### config.mk
export PLATFORM = sky130hd
export DESIGN_NAME = rx_status_gen
export DESIGN_NICKNAME = d
export VERILOG_FILES = /design/src/rtl/rxs_pkg.sv /design/src/rtl/rxs_byte_ctr.sv /design/src/rtl/rxs_lentype.sv /design/src/rtl/rx_status_gen.sv
export SDC_FILE = /design/constraint.sdc
export NUM_CORES = 1
export LEC_CHECK = 0
export BUFFER_PORTS_ARGS = -buffer_cell sky130_fd_sc_hd__clkbuf_2
export CORE_ASPECT_RATIO = 0.7
export CORE_MARGIN = 1
export CORE_UTILIZATION = 47
export DETAILED_ROUTE_END_ITERATION = 7
export PLACE_DENSITY = 0.75
export SYNTH_ARGS = -nofsm -noshare
export SYNTH_HDL_FRONTEND = slang
export SYNTH_SLANG_ARGS = --single-unit
### constraint.sdc
create_clock -name clk -period 2 [get_ports clk]
set_clock_uncertainty 0.15 [all_clocks]
set_input_delay 0 -clock clk [delete_from_list [all_inputs] [get_ports clk]]
set_output_delay 0 -clock clk [all_outputs]
set_load 0.02 [all_outputs]
### src/rtl/rxs_pkg.sv
package rxs_pkg;
    localparam int STAT_W     = 7;
    localparam int RUNT_BYTES = 14;
    localparam int TYPE_MIN   = 1500;
    localparam int LT_HI_IDX  = 12;
    localparam int LT_LO_IDX  = 13;

    typedef struct packed {
        logic              dv;
        logic              err_seen;
        logic              col_seen;
        logic [STAT_W-1:0] word;
        logic              vld;
    } rxs_state_t;
endpackage

### src/rtl/rxs_byte_ctr.sv
module rxs_byte_ctr #(
    parameter int WDOG_LIMIT = 2048,
    localparam int CW = $clog2(WDOG_LIMIT + 2)
) (
    input  logic          clk,
    input  logic          rst_n,
    input  logic          rx_dv,
    output logic [CW-1:0] cnt,
    output logic          over
);
    localparam logic [CW-1:0] CAP = CW'(WDOG_LIMIT + 1);

    logic [CW-1:0] cnt_d, cnt_q;

    always_comb begin
        if (!rx_dv)
            cnt_d = '0;
        else if (cnt_q == CAP)
            cnt_d = cnt_q;
        else
            cnt_d = cnt_q + 1'b1;
    end

    always_ff @(posedge clk) begin
        if (!rst_n) cnt_q <= '0;
        else        cnt_q <= cnt_d;
    end

    assign cnt  = cnt_q;
    assign over = (cnt_q > CW'(WDOG_LIMIT));

    a_r5_count_saturates: assert property (@(posedge clk) disable iff (!rst_n)
        cnt_q <= CAP);
    a_r5_clears_when_idle: assert property (@(posedge clk) disable iff (!rst_n)
        !rx_dv |=> (cnt_q == '0));
endmodule

### src/rtl/rxs_lentype.sv
module rxs_lentype #(
    parameter int CW = 12
) (
    input  logic          clk,
    input  logic          rst_n,
    input  logic          rx_dv,
    input  logic [7:0]    rx_byte,
    input  logic [CW-1:0] idx,
    output logic [15:0]   lentype
);
    import rxs_pkg::*;

    logic [15:0] lt_d, lt_q;

    always_comb begin
        lt_d = lt_q;
        if (rx_dv && idx == CW'(LT_HI_IDX)) lt_d[15:8] = rx_byte;
        if (rx_dv && idx == CW'(LT_LO_IDX)) lt_d[7:0]  = rx_byte;
    end

    always_ff @(posedge clk) begin
        if (!rst_n) lt_q <= '0;
        else        lt_q <= lt_d;
    end

    assign lentype = lt_q;

    a_r3_field_only_changes_on_bytes: assert property (@(posedge clk) disable iff (!rst_n)
        !rx_dv |=> $stable(lt_q));
endmodule

### src/rtl/rx_status_gen.sv
module rx_status_gen #(
    parameter int WDOG_LIMIT = 2048,
    parameter int LEN_W      = 14
) (
    input  logic             clk,
    input  logic             rst_n,
    input  logic             mode_10m,
    input  logic             rx_dv,
    input  logic [7:0]       rx_byte,
    input  logic             rx_err,
    input  logic             late_col,
    input  logic [LEN_W-1:0] frm_len,
    input  logic [2:0]       tail_bits,
    input  logic             crc_ok,
    output logic [6:0]       stat_word,
    output logic             stat_vld
);
    import rxs_pkg::*;

    localparam int CW = $clog2(WDOG_LIMIT + 2);

    logic [CW-1:0] byte_idx;
    logic          wd_over;
    logic [15:0]   lentype;

    rxs_byte_ctr #(.WDOG_LIMIT(WDOG_LIMIT)) u_ctr (
        .clk   (clk),
        .rst_n (rst_n),
        .rx_dv (rx_dv),
        .cnt   (byte_idx),
        .over  (wd_over)
    );

    rxs_lentype #(.CW(CW)) u_lt (
        .clk     (clk),
        .rst_n   (rst_n),
        .rx_dv   (rx_dv),
        .rx_byte (rx_byte),
        .idx     (byte_idx),
        .lentype (lentype)
    );

    rxs_state_t s_d, s_q;
    logic frame_end, runt, drib, col, err;

    always_comb begin
        frame_end = s_q.dv && !rx_dv;
        runt      = (frm_len < LEN_W'(RUNT_BYTES));
        col       = s_q.col_seen;
        err       = s_q.err_seen;
        drib      = mode_10m ? (tail_bits >= 3'd3) : (tail_bits == 3'd4);

        s_d          = s_q;
        s_d.dv       = rx_dv;
        s_d.vld      = frame_end;
        s_d.err_seen = frame_end ? 1'b0 : (s_q.err_seen || (rx_dv && rx_err));
        s_d.col_seen = frame_end ? 1'b0 : (s_q.col_seen || (rx_dv && late_col));
        if (frame_end) begin
            s_d.word[6] = col;
            s_d.word[5] = !runt && (lentype > 16'(TYPE_MIN));
            s_d.word[4] = wd_over;
            s_d.word[3] = err;
            s_d.word[2] = drib && !col;
            s_d.word[1] = (!crc_ok || err) && !runt && !col && !wd_over;
            s_d.word[0] = 1'b0;
        end
    end

    always_ff @(posedge clk) begin
        if (!rst_n) s_q <= '0;
        else        s_q <= s_d;
    end

    assign stat_word = s_q.word;
    assign stat_vld  = s_q.vld;

    a_r1_single_pulse: assert property (@(posedge clk) disable iff (!rst_n)
        s_q.vld |=> !s_q.vld);
    a_r1_word_held: assert property (@(posedge clk) disable iff (!rst_n)
        !$stable(s_q.word) |-> s_q.vld);
    a_r8_no_dribble_with_col: assert property (@(posedge clk) disable iff (!rst_n)
        s_q.vld |-> !(s_q.word[6] && s_q.word[2]));
    a_r10_crc_gated: assert property (@(posedge clk) disable iff (!rst_n)
        s_q.vld && (s_q.word[6] || s_q.word[4]) |-> !s_q.word[1]);
    a_r11_reserved_zero: assert property (@(posedge clk) disable iff (!rst_n)
        !s_q.word[0]);
endmodule

==> run_results.csv, run 1 <==
group,metric,value,unit
placement,hpwl,2470,um
synthesis,synth-simple-area-share,23.2,%
route,drt-pass1-iter-count,4,
cells_and_area,postLayoutCellArea,2330,um2
cts,cts.sinks,38,
power_and_ir_drop,power_frac_seq,55.0,%
critical_path,worstPathRequired,2.02,ns
synthesis,synth-adder-area-share,2.23,%
sta,fin_crit_sh,103,%
synthesis,synth_seq_area_share,45.2,%
cts,htree_levels,2,
synthesis,synth_top_family_by_area,"simple AND/OR/NAND/NOR gates",
sta,setup_tns,-0.112,ns
grt,grt_first_pass_wirelength,5890,um
power_and_ir_drop,switching_share,23.1,%
synthesis,synth_mux_area_share,10.1,%
sta,rsz0062_at_grt,"true",
worst_hold_path,hp-class,"in2reg",
synthesis,yosys.area.top_type,"dfxtp_1",
cts,clockRootBuffer,"clkbuf_8",
route,vias,1445,
run,drv_cap,0,
route,post_drt_via_cell_ratio,4.91,
synthesis,synth.top_cell.area_share,45.2,%
grt,grt_max_degree,17,
die,die_y,52.1,um
critical_path,critical_path_buf_inv_count,1,
critical_path,worstPathArrival,2.09,ns
synthesis,synth_area,1680,um2
cts,clk_pin_slew,0.07,ns
power_and_ir_drop,power,1.40,mW
synthesis,avgSynthCellArea,9.45,um2
critical_path,cp_top_family,"simple AND/OR/NAND/NOR gates",
synthesis,synthXorXnorAreaFrac,4.16,%
die,rows,17,
critical_path,cp_cell_sequence,"inv_2 > ha_4 > or4b_4 > or4b_4 > mux2i_1 > nor2_1",
cells_and_area,syn_to_final_growth,38.3,%
critical_path,path_common_cell,"or4b_4",
power_and_ir_drop,p_leak,0.958,nW
synthesis,synth_area_leaders,"dfxtp_1 (45%), mux2i_1 (10%), nor2_1 (6.9%), buf_4 (3.1%), ha_1 (2.2%)",
power_and_ir_drop,switchingPower,0.324,mW
critical_path,crit_type,"reg2reg",
die,dieArea,3830,um2
placement,io_buffers,37,
critical_path,critPathMaxFanout,4,
route,drc,0,
synthesis,syn_nets,213,
die,io_pins,40,
cts,insertion_delay,0.29,ns
grt,grt_pass1_vias,1334,
die,die_w,73.5,um
synthesis,ys_seq_elements,38,
cells_and_area,antenna-diode-count,0,
critical_path,critPathLaunchType,"flip-flop",
cts,clockBufferDepth,2,
grt,grtUsageTotal,21.2,%
power_and_ir_drop,peakVddDrop,0.492,mV
power_and_ir_drop,pwr-share-clk,35.2,%
power_and_ir_drop,power_frac_comb,9.8,%
sta,fmax,483,MHz
placement,place_area,1960,um2
die,start_util,51.4,%
sta,period_minus_slack,2.07,ns
route,wl_per_cell,12.9,um
critical_path,critPathMaxStageDelay,0.60,ns
critical_path,end_kind,"flip-flop",
route,drt-initial-drc-count,31,
sta,hold_viol_final,0,
synthesis,synth.yosys.warnings,0,
synthesis,synth_compound_area_share,8.18,%
power_and_ir_drop,p_per_area,602,nW/um2
cells_and_area,fillers,249,
cts,cts_tree,"done",
power_and_ir_drop,internal-power,1.08,mW
cells_and_area,fin_nets,282,
grt,antenna_found_initial,0,
cts,cts_buffers,5,
sta,setup_ws,-0.0687,ns
outcome,violations,"setup timing",
critical_path,critPathSlowestCell,"or4b_4",
cells_and_area,drive_gt1_share,29.1,%
synthesis,syn_inst,178,
synthesis,synthDistinctLibCells,40,
sta,drv_slew,0,
outcome,status,"finished, violations left",
die,core_area,3280,um2
route,wirelength,3810,um
route,postRouteAntennaNets,0,
grt,grt_overflow,0,
sta,setup_viol,5,
placement,globalplace.congestion,0.743,
final timing paths:
check / from / end / slack, ns / depth (start not counted)
worst max-delay path: u_ctr.cnt[1]$_SDFFE_PN0P_ / u_ctr.cnt[1]$_SDFFE_PN0P_ / -0.07 / 6
worst min-delay path: crc_ok / stat_word[1]$_SDFFE_PN0P_ / 0.10 / 4
worst max register to register: u_ctr.cnt[1]$_SDFFE_PN0P_ / u_ctr.cnt[1]$_SDFFE_PN0P_ / -0.07 / 6
worst min register to register: stat_word[2]$_SDFFE_PN0P_ / stat_word[2]$_SDFFE_PN0P_ / 0.30 / 1
flip-flops by register name (all words and copies together), names as in the netlist:
signal	count
u_ctr.cnt	12
col	1
stat_vld	1
stat_word	6
u_lt.lentype	16
s_q	1
err	1
kinds of logic after synthesis:
kind of cell    Yosys count
mux                      17
buf+inv                  21
compound gates           19
flops                    38
xor+xnor                  8
simple gates             71
fa+ha+maj                 3
other cells               1
layout make-up:
cell class / instances / area [um2] / area share, %
clock buffers: 5 / 68.8 / 2.96
clock inverters: 2 / 10.0 / 0.430
inverters: 8 / 30.0 / 1.29
repair buffers: 75 / 558 / 24.0
multi-input cells: 119 / 836 / 35.9
well taps: 47 / 58.8 / 2.53
flip-flops and latches: 38 / 766 / 32.9
cells in the final DEF, fill, tap and decap left out, drive strengths merged, types with 2 or more instances in the layout:
master	count
a211oi	2
a21oi	5
a22o	2
a32o	2
buf	13
clkbuf	42
clkinv	3
dfxtp	38
dlygate4sd3	25
ha	3
inv	7
mux2i	17
nand2	8
nand3	6
nand4	3
nor2	31
nor3	5
nor4	5
o21ai	3
or4b	3
xnor2	4
xor2	4
power by group through the flow:
stage,Combinational [mW],Clock [mW],Sequential [mW]
after floorplan,0.0438,0,0.788
final,0.137,0.494,0.771
after detailed placement,0.0910,0,0.788
after global placement,0.0898,0,0.787
after global routing,0.149,0.538,0.771
after CTS,0.129,0.505,0.770
metrics by stage:
step	hold slack [ns]	worst slack (ns)	util (%)	instances
floorplan	-0.0106	-0.0626	-	178
detailed placement	0.106	-0.00773	59.9	261
global route	0.123	-0.106	71.0	294
global placement	0.0982	0.0281	59.9	261
finish	0.101	-0.0687	71.0	294
CTS	0.0809	-0.0212	69.9	293
timing repair:
action | 4_1_cts | 5_1_grt
buffers inserted | 0 | 1
pin swaps | 0 | 4
hold buffers | 25 | 0
cloned | 0 | 0
hold endpoints to repair | 23 | 0
gates resized for setup | 0 | 6
setup endpoints to repair | 1 | 14
tightest hold or removal path, stage by stage:
cell	delay, ns
clkbuf_2	0.09
nor2b_1	0.12
nor3_1	0.05
a32o_1	0.24
per-layer routing:
layer | wire (um) | track usage, % | vias to the layer above
li1 | - | - | 751
met1 | 1890 | 27.5 | 649
met2 | 1630 | 33.0 | 39
met3 | 222 | 6.20 | 6
met4 | 55 | 8.65 | 0
met5 | 0 | 0 | -
synthesized netlist by cell type (all sizes together):
library cell and count:
o41ai 1, nand4 3, and2 1, inv 7, a32o 2, mux2i 17, nand2 8, nand3b 1
nor4bb 1, o2111ai 1, a22o 2, a21o 1, xor2 4, or4 1, a31o 1, or2 1
a211oi 2, nand2b 1, nor4 5, a21oi 5, buf 8, clkbuf 5, nor3 5, dfxtp 38
nand3 6, conb 1, o21ai 3, nor2b 1, clkinv 1, o2111a 1, nand4b 1, or3 1
ha 3, or4b 3, xnor2 4, nor2 31, and4 1
(Power assumes the default switching activity.)
==> inputs of run 2 (changes only) <==
--- a/config.mk
+++ b/config.mk
@@ -6,11 +6,12 @@
 export NUM_CORES = 1
 export LEC_CHECK = 0
 export BUFFER_PORTS_ARGS = -buffer_cell sky130_fd_sc_hd__clkbuf_2
-export CORE_ASPECT_RATIO = 0.7
+export CORE_ASPECT_RATIO = 1.1
 export CORE_MARGIN = 1
 export CORE_UTILIZATION = 47
 export DETAILED_ROUTE_END_ITERATION = 7
 export PLACE_DENSITY = 0.75
+export RECOVER_POWER = 50
 export SYNTH_ARGS = -nofsm -noshare
 export SYNTH_HDL_FRONTEND = slang
 export SYNTH_SLANG_ARGS = --single-unit
==> run 2 against run 1 <==
Against the previous run:
- the flow still finishes with violations (setup timing)
- power increased by 1.3%
- sequential share of layout area about the same
- flip-flop and latch count unchanged
- non-clock buffer count decreased by 1
- combinational power increased by 3%
- worst hold slack got worse by 0.069 ns
- largest cell class unchanged
- highest routed layer unchanged
==> run_results.csv, run 2 (same netlist as run 1, synthesis figures left out) <==
group,metric,value,unit
critical_path,critPathMaxFanout,4,
grt,grt_max_degree,17,
route,wl_per_cell,13.2,um
critical_path,critical_path_buf_inv_count,1,
critical_path,cp_top_family,"simple AND/OR/NAND/NOR gates",
route,post_drt_via_cell_ratio,5.01,
die,start_util,49.7,%
critical_path,critPathMaxStageDelay,0.58,ns
sta,period_minus_slack,2.05,ns
cts,clockRootBuffer,"clkbuf_4",
critical_path,worstPathRequired,2.07,ns
sta,setup_ws,-0.0488,ns
route,drt-pass1-iter-count,4,
placement,globalplace.congestion,0.780,
route,drt-initial-drc-count,49,
sta,hold_viol_final,0,
sta,drv_slew,0,
cts,clk_pin_slew,0.11,ns
sta,fmax,488,MHz
route,vias,1479,
cells_and_area,layout_commonest_cell,"dfxtp_1",
cts,htree_levels,2,
cells_and_area,fin_nets,281,
cells_and_area,fillers,274,
cells_and_area,drive_gt1_share,26.3,%
placement,io_buffers,37,
placement,place_area,1940,um2
outcome,violations,"setup timing",
critical_path,critPathLaunchType,"flip-flop",
die,rows,22,
grt,grt_pass1_vias,1457,
route,wirelength,3890,um
critical_path,end_kind,"flip-flop",
grt,grt_overflow,0,
cells_and_area,largest_register_ffs,16,
placement,place_ws,-0.0407,ns
cells_and_area,syn_to_final_growth,38.4,%
cells_and_area,multi_input_area,850,um2
sta,setup_viol,5,
cts,clockBufferDepth,2,
cells_and_area,antenna-diode-count,0,
sta,rsz0062_at_grt,"true",
cells_and_area,postLayoutCellArea,2330,um2
power_and_ir_drop,p_leak,0.931,nW
placement,hpwl,2310,um
critical_path,worstPathArrival,2.12,ns
cts,cts_buffers,5,
power_and_ir_drop,peakVddDrop,0.310,mV
die,dieArea,3820,um2
critical_path,path_common_cell,"or4b_4",
cts,insertion_delay,0.35,ns
cells_and_area,seq_area,766,um2
route,postRouteAntennaNets,0,
die,io_pins,40,
critical_path,crit_cells,6,
cells_and_area,final_cell_mix,"dfxtp_1 (36), nor2_1 (31), clkbuf_2 (30)",
route,drc,0,
die,die_w,59.1,um
outcome,status,"finished, violations left",
sta,fin_crit_sh,102,%
critical_path,rrSetupSlack,-0.05,ns
critical_path,crit_type,"reg2reg",
grt,antenna_found_initial,0,
cts,cts.sinks,38,
run,drv_cap,0,
critical_path,cp_cell_sequence,"inv_2 > ha_4 > or4b_4 > or4b_4 > mux2i_1 > nor2_1",
die,die_y,64.8,um
grt,grt_first_pass_wirelength,6210,um
critical_path,critPathSlowestCell,"or4b_4",
worst_hold_path,hold_depth,4,
worst_hold_path,hp-class,"in2reg",
grt,grtUsageTotal,22.0,%
power_and_ir_drop,p_per_area,610,nW/um2
sta,setup_tns,-0.107,ns
cts,cts_tree,"done",
critical_path,r2r_cells,6,
die,core_area,3390,um2
run 2: cell count changes in the layout (fill, tap and decap cells not counted), sizes merged:
cell / change
buf: -3
dlygate4sd3: +2
bufinv: +1
run 2: routing by layer:
metal / global-route usage [%] / vias to the layer above / routed length [um]
li1: - / 749 / -
met1: 22.6 / 690 / 1600
met2: 41.1 / 34 / 2060
met3: 5.19 / 6 / 178
met4: 9.52 / 0 / 42
met5: 0 / - / 0
run 2: path summary, 6_finish.rpt:
path | startpoint | end
worst min register to register | stat_word[2]$_SDFFE_PN0P_ | stat_word[2]$_SDFFE_PN0P_
worst min-delay path | crc_ok | stat_word[1]$_SDFFE_PN0P_
worst max-delay path | u_ctr.cnt[1]$_SDFFE_PN0P_ | u_ctr.cnt[1]$_SDFFE_PN0P_
worst max register to register | u_ctr.cnt[1]$_SDFFE_PN0P_ | u_ctr.cnt[1]$_SDFFE_PN0P_
run 2: worst reg2reg max path: stages, from the launching register on:
cell and delay (ns):
dfxtp_2 0.34, inv_2 0.07, ha_4 0.12, or4b_4 0.46, or4b_4 0.58, mux2i_1 0.17
nor2_1 0.06
run 2: what timing repair did:
item | 4_1_cts | 5_1_grt
hold buffers | 26 | 2
setup endpoints to repair | 8 | 25
pin swaps | 3 | 1
hold endpoints to repair | 23 | 1
resized for setup | 3 | 5
setup buffers | 1 | 0
run 2: power by group:
part | total (mW) | switching [mW] | internal, mW
combinational | 0.141 | 0.0607 | 0.0807
clock | 0.508 | 0.249 | 0.259
sequential | 0.771 | 0.00682 | 0.764
total | 1.42 | 0.316 | 1.10
run 2: metrics by stage:
step	total power [mW]	instances	hold WS, ns	utilization, %
2_1_floorplan	0.832	178	-0.0106	-
3_3_place_gp	0.875	259	0.0872	57.3
5_1_grt	1.49	295	0.0141	68.8
6_report	1.42	295	0.0313	68.8
3_5_place_dp	0.878	259	0.0907	57.3
4_1_cts	1.42	294	0.0239	68.0
run 2: final cells by class:
type	count	share of cell area, %
Multi-Input combinational cell	119	36.5
Sequential cell	38	32.9
Timing Repair Buffer	74	23.5
Tap cell	48	2.58
Clock inverter	3	1.72
Clock buffer	5	1.61
Inverter	8	1.29
